[src/rtl/kdc_pkg.sv]
package kdc_pkg;

  localparam int DW         = 32;
  localparam int AW         = 3;
  localparam int NUM_CTL    = 2;
  localparam int NUM_RANGES = 4;
  localparam int NUM_DEV    = 12;

  typedef enum logic [AW-1:0] {
    A_CTL0  = 3'd0,
    A_CTL1  = 3'd1,
    A_LOCK  = 3'd2,
    A_KICK0 = 3'd3,
    A_KICK1 = 3'd4,
    A_STAT  = 3'd5
  } kdc_addr_e;

  // Range layout table: one entry per group of like device fields.
  localparam int R_FIRST [NUM_RANGES] = '{0, 4, 6, 10};
  localparam int R_COUNT [NUM_RANGES] = '{4, 2, 4, 2};
  localparam int R_WORD  [NUM_RANGES] = '{0, 0, 1, 1};
  localparam int R_SHIFT [NUM_RANGES] = '{0, 8, 4, 20};
  localparam int R_NBITS [NUM_RANGES] = '{2, 3, 4, 1};
  localparam int R_ON    [NUM_RANGES] = '{1, 5, 10, 1};
  localparam int R_OFF   [NUM_RANGES] = '{2, 2, 5, 0};
  localparam int R_ONCE  [NUM_RANGES] = '{0, 1, 0, 1};

  function automatic int range_of(input int id);
    int r;
    r = 0;
    for (int k = 0; k < NUM_RANGES; k++)
      if (id >= R_FIRST[k] && id < R_FIRST[k] + R_COUNT[k]) r = k;
    return r;
  endfunction

  function automatic int dev_word(input int id);
    return R_WORD[range_of(id)];
  endfunction

  function automatic int dev_pos(input int id);
    int r;
    r = range_of(id);
    return R_SHIFT[r] + R_NBITS[r] * (id - R_FIRST[r]);
  endfunction

  function automatic logic dev_once(input int id);
    return R_ONCE[range_of(id)] != 0;
  endfunction

  function automatic logic [DW-1:0] dev_mask(input int id);
    logic [DW-1:0] ones;
    ones = (DW'(1) << R_NBITS[range_of(id)]) - DW'(1);
    return ones << dev_pos(id);
  endfunction

  function automatic logic [DW-1:0] on_word(input int id);
    return DW'(R_ON[range_of(id)]) << dev_pos(id);
  endfunction

  function automatic logic [DW-1:0] off_word(input int id);
    return DW'(R_OFF[range_of(id)]) << dev_pos(id);
  endfunction

  function automatic logic [DW-1:0] reset_word(input int w);
    logic [DW-1:0] acc;
    acc = '0;
    for (int d = 0; d < NUM_DEV; d++)
      if (dev_word(d) == w) acc = acc | off_word(d);
    return acc;
  endfunction

endpackage

[src/rtl/kdc_timed_lock.sv]
module kdc_timed_lock #(
  parameter int              DW     = 32,
  parameter int              WINDOW = 4,
  parameter logic [DW-1:0]   KEY    = 32'h5A3C_96E1
) (
  input  logic          clk,
  input  logic          rst,
  input  logic          key_wr,
  input  logic [DW-1:0] key_data,
  output logic          open
);

  localparam int CW = $clog2(WINDOW + 1);

  logic [CW-1:0] left_q;

  always_ff @(posedge clk) begin
    if (rst) begin
      left_q <= '0;
    end else if (key_wr) begin
      left_q <= (key_data == KEY) ? CW'(WINDOW) : '0;
    end else if (left_q != '0) begin
      left_q <= left_q - 1'b1;
    end
  end

  assign open = (left_q != '0);

endmodule

[src/rtl/kdc_kick_pair.sv]
module kdc_kick_pair #(
  parameter int            DW   = 32,
  parameter logic [DW-1:0] KEY0 = 32'h2B7D_4C18,
  parameter logic [DW-1:0] KEY1 = 32'hC4E0_7A93
) (
  input  logic          clk,
  input  logic          rst,
  input  logic          wr0,
  input  logic          wr1,
  input  logic [DW-1:0] data,
  output logic          ok0,
  output logic          ok1,
  output logic          unlocked
);

  always_ff @(posedge clk) begin
    if (rst) begin
      ok0 <= 1'b0;
      ok1 <= 1'b0;
    end else begin
      if (wr0) ok0 <= (data == KEY0);
      if (wr1) ok1 <= (data == KEY1);
    end
  end

  assign unlocked = ok0 & ok1;

endmodule

[src/rtl/kdc_field_merge.sv]
module kdc_field_merge
  import kdc_pkg::*;
#(
  parameter int WORD_IDX = 0
) (
  input  logic [DW-1:0] old_word,
  input  logic [DW-1:0] new_word,
  output logic [DW-1:0] merged
);

  logic [DW-1:0] part [NUM_DEV];

  for (genvar d = 0; d < NUM_DEV; d++) begin : g_dev
    if (dev_word(d) == WORD_IDX) begin : g_own
      localparam logic [DW-1:0] MASK = dev_mask(d);
      localparam logic [DW-1:0] ON_W = on_word(d);
      localparam logic          ONCE = dev_once(d);
      logic held;
      assign held    = ONCE && ((old_word & MASK) == ON_W);
      assign part[d] = held ? (old_word & MASK) : (new_word & MASK);
    end else begin : g_other
      assign part[d] = '0;
    end
  end

  always_comb begin
    merged = '0;
    for (int d = 0; d < NUM_DEV; d++) merged = merged | part[d];
  end

endmodule

[src/rtl/kdc_status_pipe.sv]
module kdc_status_pipe #(
  parameter int W   = 12,
  parameter int LAT = 3
) (
  input  logic         clk,
  input  logic         rst,
  input  logic [W-1:0] din,
  output logic [W-1:0] dout
);

  logic [W-1:0] stg [LAT];

  always_ff @(posedge clk) begin
    if (rst) begin
      for (int i = 0; i < LAT; i++) stg[i] <= '0;
    end else begin
      stg[0] <= din;
      for (int i = 1; i < LAT; i++) stg[i] <= stg[i-1];
    end
  end

  assign dout = stg[LAT-1];

endmodule

[src/rtl/kdc_regs.sv]
module kdc_regs
  import kdc_pkg::*;
#(
  parameter int            WINDOW    = 4,
  parameter int            STAT_LAT  = 3,
  parameter logic [DW-1:0] LOCK_KEY  = 32'h5A3C_96E1,
  parameter logic [DW-1:0] KICK0_KEY = 32'h2B7D_4C18,
  parameter logic [DW-1:0] KICK1_KEY = 32'hC4E0_7A93
) (
  input  logic                  clk,
  input  logic                  rst,
  input  logic                  wr_en,
  input  logic                  rd_en,
  input  logic [AW-1:0]         addr,
  input  logic [DW-1:0]         wdata,
  output logic [DW-1:0]         rdata,
  output logic [NUM_CTL*DW-1:0] dev_ctl,
  output logic [NUM_DEV-1:0]    dev_state
);

  logic               lock_open;
  logic               kick_ok;
  logic               kick_a;
  logic               kick_b;
  logic               fault_q;
  logic [NUM_CTL-1:0] may_wr;
  logic               reject;
  logic [NUM_DEV-1:0] dev_on;

  kdc_timed_lock #(.DW(DW), .WINDOW(WINDOW), .KEY(LOCK_KEY)) u_lock (
    .clk      (clk),
    .rst      (rst),
    .key_wr   (wr_en && addr == A_LOCK),
    .key_data (wdata),
    .open     (lock_open)
  );

  kdc_kick_pair #(.DW(DW), .KEY0(KICK0_KEY), .KEY1(KICK1_KEY)) u_kick (
    .clk      (clk),
    .rst      (rst),
    .wr0      (wr_en && addr == A_KICK0),
    .wr1      (wr_en && addr == A_KICK1),
    .data     (wdata),
    .ok0      (kick_a),
    .ok1      (kick_b),
    .unlocked (kick_ok)
  );

  assign may_wr = {kick_ok, lock_open};

  for (genvar c = 0; c < NUM_CTL; c++) begin : g_ctl
    logic [DW-1:0] word_q;
    logic [DW-1:0] merged;

    kdc_field_merge #(.WORD_IDX(c)) u_merge (
      .old_word (word_q),
      .new_word (wdata),
      .merged   (merged)
    );

    always_ff @(posedge clk) begin
      if (rst) begin
        word_q <= reset_word(c);
      end else if (wr_en && addr == AW'(c) && may_wr[c]) begin
        word_q <= merged;
      end
    end

    assign dev_ctl[c*DW +: DW] = word_q;
  end

  assign reject = wr_en &&
                  ((addr == A_CTL0 && !lock_open) || (addr == A_CTL1 && !kick_ok));

  always_ff @(posedge clk) begin
    if (rst)         fault_q <= 1'b0;
    else if (reject) fault_q <= 1'b1;
  end

  for (genvar d = 0; d < NUM_DEV; d++) begin : g_on
    localparam int            WI   = dev_word(d);
    localparam logic [DW-1:0] MASK = dev_mask(d);
    localparam logic [DW-1:0] ON_W = on_word(d);
    assign dev_on[d] = (dev_ctl[WI*DW +: DW] & MASK) == ON_W;
  end

  kdc_status_pipe #(.W(NUM_DEV), .LAT(STAT_LAT)) u_stat (
    .clk  (clk),
    .rst  (rst),
    .din  (dev_on),
    .dout (dev_state)
  );

  always_ff @(posedge clk) begin
    if (rst) begin
      rdata <= '0;
    end else if (rd_en) begin
      case (addr)
        A_CTL0:  rdata <= dev_ctl[0 +: DW];
        A_CTL1:  rdata <= dev_ctl[DW +: DW];
        A_LOCK:  rdata <= DW'({fault_q, lock_open});
        A_KICK0: rdata <= DW'(kick_a);
        A_KICK1: rdata <= DW'(kick_b);
        A_STAT:  rdata <= DW'(dev_state);
        default: rdata <= '0;
      endcase
    end
  end

endmodule

[config.mk]
export PLATFORM = sky130hd
export DESIGN_NAME = kdc_regs
export DESIGN_NICKNAME = d
export VERILOG_FILES = /design/src/rtl/kdc_pkg.sv /design/src/rtl/kdc_timed_lock.sv /design/src/rtl/kdc_kick_pair.sv /design/src/rtl/kdc_field_merge.sv /design/src/rtl/kdc_status_pipe.sv /design/src/rtl/kdc_regs.sv
export SDC_FILE = /design/constraint.sdc
export NUM_CORES = 1
export LEC_CHECK = 0
export BUFFER_PORTS_ARGS = -buffer_cell sky130_fd_sc_hd__buf_2
export CAP_MARGIN = 5
export CORE_ASPECT_RATIO = 0.9
export CORE_UTILIZATION = 50
export DETAILED_ROUTE_END_ITERATION = 8
export GPL_ROUTABILITY_DRIVEN = 0
export GPL_TIMING_DRIVEN = 0
export HOLD_SLACK_MARGIN = 0.03
export PLACE_DENSITY = 0.75
export SLEW_MARGIN = 10
export SYNTH_ARGS = -nofsm -noshare
export SYNTH_HDL_FRONTEND = slang
export SYNTH_HIERARCHICAL = 1
export SYNTH_SLANG_ARGS = --single-unit
[constraint.sdc]
create_clock -name clk -period 4.1 [get_ports clk]
set_input_delay 0.41 -clock clk [delete_from_list [all_inputs] [get_ports clk]]
set_output_delay 0.41 -clock clk [all_outputs]
set_load 0.02 [all_outputs]
Yosys cells after proc, flatten, opt, wreduce, memory -nomap -nowiden
Memories as Yosys holds them, arrays and structs flattened.
Index checks and enable logic that the tools add are counted.
{ "totals": {"ramBits": 36, "latchBits": 0, "wordCells": 71, "ff_bits": 102, "out_inout_bits": 108, "romBits": 0, "mem_count": 1, "inputBits": 39} }
{ "op_classes": {"shifts": 0, "n_lt_le_gt_ge": 0, "n_mux": 14, "n_bitwise": 14, "add_sub_neg": 1, "n_eq_ne": 18, "n_mul": 0, "div_mod_pow": 0, "reduce_logical": 16} }
{ "memory_table": {"columns": ["memory", "depth", "width", "rd", "rd_ports_with_merged_regs", "write_ports", "line", "rtl"], "rows": [
  ["u_stat.stg", 3, 12, 3, 0, 3, "kdc_status_pipe.sv:11", "logic [W-1:0] stg [LAT];"]
]} }
{ "op_table": {"columns": ["operator", "count"], "rows": [
  ["$pmux W32 S6", 1],
  ["$or A32 B32 Y32", 2],
  ["$mux W12", 3],
  ["$eq A32 B30 Y1 const B", 1],
  ["$eq A32 B31 Y1 const B", 1],
  ["$eq A32 B32 Y1 const B", 1],
  ["$or A32 B8 Y32", 1],
  ["$mux W22", 1],
  ["$or A21 B22 Y22", 1],
  ["$mux W21", 1],
  ["$or A20 B21 Y21", 1],
  ["$or A16 B20 Y20", 1],
  ["$eq A4 B4 Y1 const B", 4],
  ["$or A12 B16 Y16", 1],
  ["$mux W14", 1],
  ["$eq A3 B3 Y1 const B", 4],
  ["$or A8 B12 Y12", 1],
  ["$mux W11", 1],
  ["$logic_and A1 B1 Y1", 10],
  ["$mux W3", 3],
  ["$eq A2 B1 Y1 const B", 4],
  ["$eq A3 B2 Y1 const B", 2],
  ["$or A4 B6 Y6", 1],
  ["$or A2 B4 Y4", 1],
  ["other kinds (10)", 15]
]} }

Logic depth before layout (Yosys ltp)
{ "logic_depth": {"depth_word": 5, "depth_mapped": 8, "ltp_nobuf": 6} }

By module
The synthesis kept the hierarchy.
{ "by_module_without_submodules": {"columns": ["mod", "area_per_inst_um2", "n_inst", "cells_each", "seq_area_each_um2"], "rows": [
  ["kdc_regs", 4389.2, 1, 487, 1941.9],
  ["kdc_status_pipe", 1084.8, 1, 87, 720.7],
  ["kdc_timed_lock", 292.8, 1, 28, 60.1],
  ["kdc_field_merge (g_ctl[0].u_merge)", 276.5, 1, 35, 0.0],
  ["kdc_field_merge (g_ctl[1].u_merge)", 241.5, 1, 33, 0.0],
  ["kdc_kick_pair", 222.7, 1, 31, 40.0]
]} }

Worst setup path after synthesis
Ideal clock, no wire load.
{ "synth_path": {"kind": "input port to flip-flop", "start": "in addr[0]", "end": "reg u_kick.ok1", "required_time_ps": 4026, "n_path_buf": 3, "arrival_time_ps": 1595, "cell_stages": 8, "path_slack_ps": 2431, "setup_ps": 74, "path_cell_list": "buf_6 > buf_6 > buf_4 > and4bb_2 > nand4bb_1 > nor4_1 > nand4_1 > o21ai_0"} }
{ "synth_between": {"elab_chain_len": 2} }
{ "synth_lines": {"columns": ["item", "line", "rtl"], "rows": [
  ["start, declared", "kdc_regs.sv:14", "input logic [AW-1:0] addr,"],
  ["$eq A3 B3 Y1", "kdc_regs.sv:42", ".wr1 (wr_en && addr == A_KICK1),"],
  ["$logic_and A1 B1 Y1", "kdc_regs.sv:42", null],
  ["end signal, assigned", "kdc_kick_pair.sv:22", "if (wr1) ok1 <= (data == KEY1);"],
  ["end, declared", "kdc_kick_pair.sv:12", "output logic ok1,"]
]} }
No other way between the ends.
A chain may end at the register's enable or synchronous reset.

Worst setup path in the final report
{ "layout_path": {"start": "reg u_lock.left_q[0]", "end": "reg g_ctl[0].word_q[26]"} }
{ "layout_between": {"elab_chain_len": 2} }
{ "layout_lines": {"columns": ["item", "line", "rtl"], "rows": [
  ["start, declared", "kdc_timed_lock.sv:15", "logic [CW-1:0] left_q;"],
  ["start signal, assigned", "kdc_timed_lock.sv:21", "left_q <= (key_data == KEY) ? CW'(WINDOW) : '0;"],
  ["start signal, assigned", "kdc_timed_lock.sv:23", "left_q <= left_q - 1'b1;"],
  ["$reduce_bool A3 Y1", "kdc_timed_lock.sv:27", "assign open = (left_q != '0);"],
  ["net lock_open", "kdc_regs.sv:21", "logic lock_open;"],
  ["$logic_and A1 B1 Y1", "kdc_regs.sv:64", "end else if (wr_en && addr == AW'(c) && may_wr[c]) begin"],
  ["end signal, assigned", "kdc_regs.sv:63", "word_q <= reset_word(c);"],
  ["end signal, assigned", "kdc_regs.sv:65", "word_q <= merged;"],
  ["end, declared", "kdc_regs.sv:52", "logic [DW-1:0] word_q;"]
]} }
The timed path passes the listed nets, and every way through them passes these cells.

==> results.md <==
- Number of buffers inserted by hold repair at cts: 0
- CTS tree: built
- Average cell area after synthesis: 9.28 µm²
- Row count: 39
- Largest clock skew in the final design: 7.04 ps
- Path type of the worst min-delay path: in -> reg
- Area of the core: 0.0127 mm²
- DR DRC count: 0
- Width of the die: 122 µm
- Arithmetic-cell share of the synthesized area counting full adders, half adders and majority gates: 0.385%
- Die area: 0.0135 mm²
- Total Nets Final: 935
- Buffer count from post-CTS setup fixing: 0
- Basic-gate share of the synthesized area counting and, or, nand and nor cells: 22.3%
- Finished Core Util: 63.7%
- Sequential fraction of the synthesis area: 42.5%
- Arrival time of the worst setup path: 2240 ps
- Summed negative setup slack over all endpoints: 0 ps
- Number of maximum-capacitance constraint violations: 0
- Leftover overflow at the end of global routing: 0
- Clock tree root buffer cell: clkbuf_16
- Sum of internal, switching and leakage power: 3.25 mW
- Number of detailed-route iterations in the first pass: 7
- Clock slew at reported path FFs: 60 ps
- Post-synth EDFFs: 0
- XOR/XNOR share of the synthesized area: 0.135%
- Half-perimeter wire length of the detailed placement result: 13.3 mm
- Initial core utilization: 51.3%
- Count of cell types in the netlist: 59
- Portion of synthesized cell area occupied by the leading cell type: 42.5%
- Total track usage: 28.3%
- Multiplexer fraction of the synthesized cell area: 5.63%
- Time the worst path needs with I/O delays and setup: 1960 ps
- Number of endpoints with negative hold slack in the final report: 0
- Crit path capture type: flop
- Cell Area, Synth: 0.00651 mm²
- Minimum setup slack in the final design: 2140 ps
- Most frequent cells in the layout: buf_2 (157), dfxtp_1 (138), buf_4 (81)
- Complex-gate fraction of the synthesized area: 15.1%
- Count of clock tree sinks: 138
- Synth async-reset ratio: 0%
- Post-Synthesis Cells: 701
- Final setup fails: 0
- Area grow syn2layout: 24.3%
- Slowest cell delay on critical path: 400 ps
- # port buffers: 144
- Total of flip-flops plus latches after synthesis: 138
- WL final: 18.4 mm
- Largest area contributor in the synthesized netlist: dfxtp_1
- Number of global-route vias before repair: 5164
- CTS H-tree depth: 4
- Status: completed
- Via density: 5.28
- Most instantiated flip-flop cell in the synthesis netlist: dfxtp_1
- Cell types with the largest area share after synthesis: dfxtp_1 (42%), buf_4 (9.3%), a21oi_1 (5.4%)
- Share of the cycle needed by the critical path after routing: 47.7%
- Commonest non-fill, non-tap cell in the layout: buf_2
- Number of max-slew violations in the final report: 0
- Final std cell area, no fill: 0.00809 mm²
- Die extent in y: 110 µm
- Maximum ir drop on the vdd rail: 0.000303 V
- Clock buffer count from CTS: 17
- Drt wl/cell: 17.1 µm
- Critical path fanouts, max: 10
- Slowest cell on the critical path: or2b_2
- Instance area after placement: 0.00755 mm²
- Largest family of logic cells by synthesized area: simple AND/OR/NAND/NOR gates
- Leak: 3.67 nW
- Clock latency on the worst-skew pair: 420 ps
- Worst slew margin relative to its limit: 49.6%
- Vias: 5657
- Required time of the critical path: 4380 ps
- Global-route wire length before repair: 28.3 mm
- Total power divided by cell area: 402 mW/mm²
- Max Clk Rate: 511 MHz
- I/O Pins: 147
- Largest net degree at the start of global routing: 18
- Initial antenna violation count: 0
- Buffers from clock root to sink, at most: 2
- Unrepaired setup endpoints after global routing: no
- Worst-Margin Slew: 756 ps
- Setup slack after placement: 1900 ps
- DRC violation total after the first TritonRoute iteration: 494
- Post-cts sizing count: 0
- Antenna-violating nets left: 0
- Synth warnings: 6
- Startpoint-to-endpoint class of the critical path: reg -> reg
- Ordered list of cells on the worst path: inv_1 > ha_1 > nand2b_4 > or2b_2 > clkbuf_1 > o21ai_0 > a21oi_1
- Worst Setup Start Kind: flop
- Fraction of layout instances using a drive strength above 1: 36.1%
## cell families (layout without fill, tap and decap cells)
logic type	Yosys count	count (layout)
other	2	33
flip-flops	138	138
XOR/XNOR	1	1
multiplexers	34	34
AND/OR/NAND/NOR	226	226
adder cells (fa/ha/maj)	2	2
AO/OA/AOI/OAI	165	165
buffers and inverters	133	309
## sequential cells by signal (all words and copies together) (netlist names)
name,cells
fault_q,1
g_ctl.word_q,64
rdata,32
u_kick/ok0,1
u_kick/ok1,1
u_lock/left_q,3
u_stat/stg,36
## cell type report
cell class | count | area [µm²]
Fill cell | 1133 | 4600
Multi-Input combinational cell | 460 | 2960
Sequential cell | 138 | 2760
Buffer | 121 | 857
Timing Repair Buffer | 144 | 721
Clock buffer | 18 | 439
Tap cell | 164 | 205
Clock inverter | 14 | 98.8
Inverter | 12 | 45.0
Antenna cell | 1 | 2.50
## Yosys cell counts (3+ instances only)
master	number
o21ai_1	8
nor2_1	27
and3b_1	3
buf_2	13
and2_1	5
buf_4	81
nor2b_1	56
nor4bb_1	6
mux2_2	21
nand2_1	6
o21ai_0	46
buf_6	11
nor3_1	3
nor4_1	3
mux2i_1	13
and3_1	16
a21oi_1	70
o32ai_1	10
nand4_1	4
nand2b_1	5
a211o_1	14
inv_1	12
dfxtp_1	138
nor4b_2	3
nand3_1	53
a2bb2oi_1	9
clkbuf_1	16
and2b_2	6
## power breakdown
| group | leakage, nW | total, mW | switching [mW] | internal (mW) |
|---|---|---|---|---|
| Combinational | 2.30 | 0.466 | 0.278 | 0.188 |
| Clock | 0.258 | 1.39 | 0.601 | 0.787 |
| Sequential | 1.11 | 1.40 | 0.0257 | 1.37 |
## worst max-delay path: cells and delay by family (launching register included)
family	cells	cell delay, ps
compound gates	2	340
fa+ha+maj	1	240
buf+inv	2	360
flops	1	350
simple gates	2	510
## metal layers
layer / vias to the layer above / track usage, % / part of all wire (%)
met1: 2658 / 40.0 / 47
met5: - / 0 / 0
met3: 28 / 5.97 / 6.7
met4: 0 / 11.3 / 1.9
li1: 2755 / - / -
met2: 216 / 41.8 / 44
## worst paths after layout
check,end,slack [ps],cells after the start,start
worst max register to register,g_ctl[0].word_q[26],2140,7,u_lock/left_q[0]
worst min-delay path,u_kick/ok0,300,4,wdata[30]
worst max-delay path,g_ctl[0].word_q[26],2140,7,u_lock/left_q[0]
worst min register to register,u_stat/stg[0][26],430,1,u_stat/stg[0][14]
## per-stage QoR
step | hold slack [ps] | cells
2_1_floorplan | 414 | 731
3_3_place_gp | 418 | 1039
3_5_place_dp | 420 | 1039
4_1_cts | 291 | 1071
5_1_grt | 306 | 1071
6_report | 303 | 1072
No activity file was read; power rests on OpenSTA's default activity.
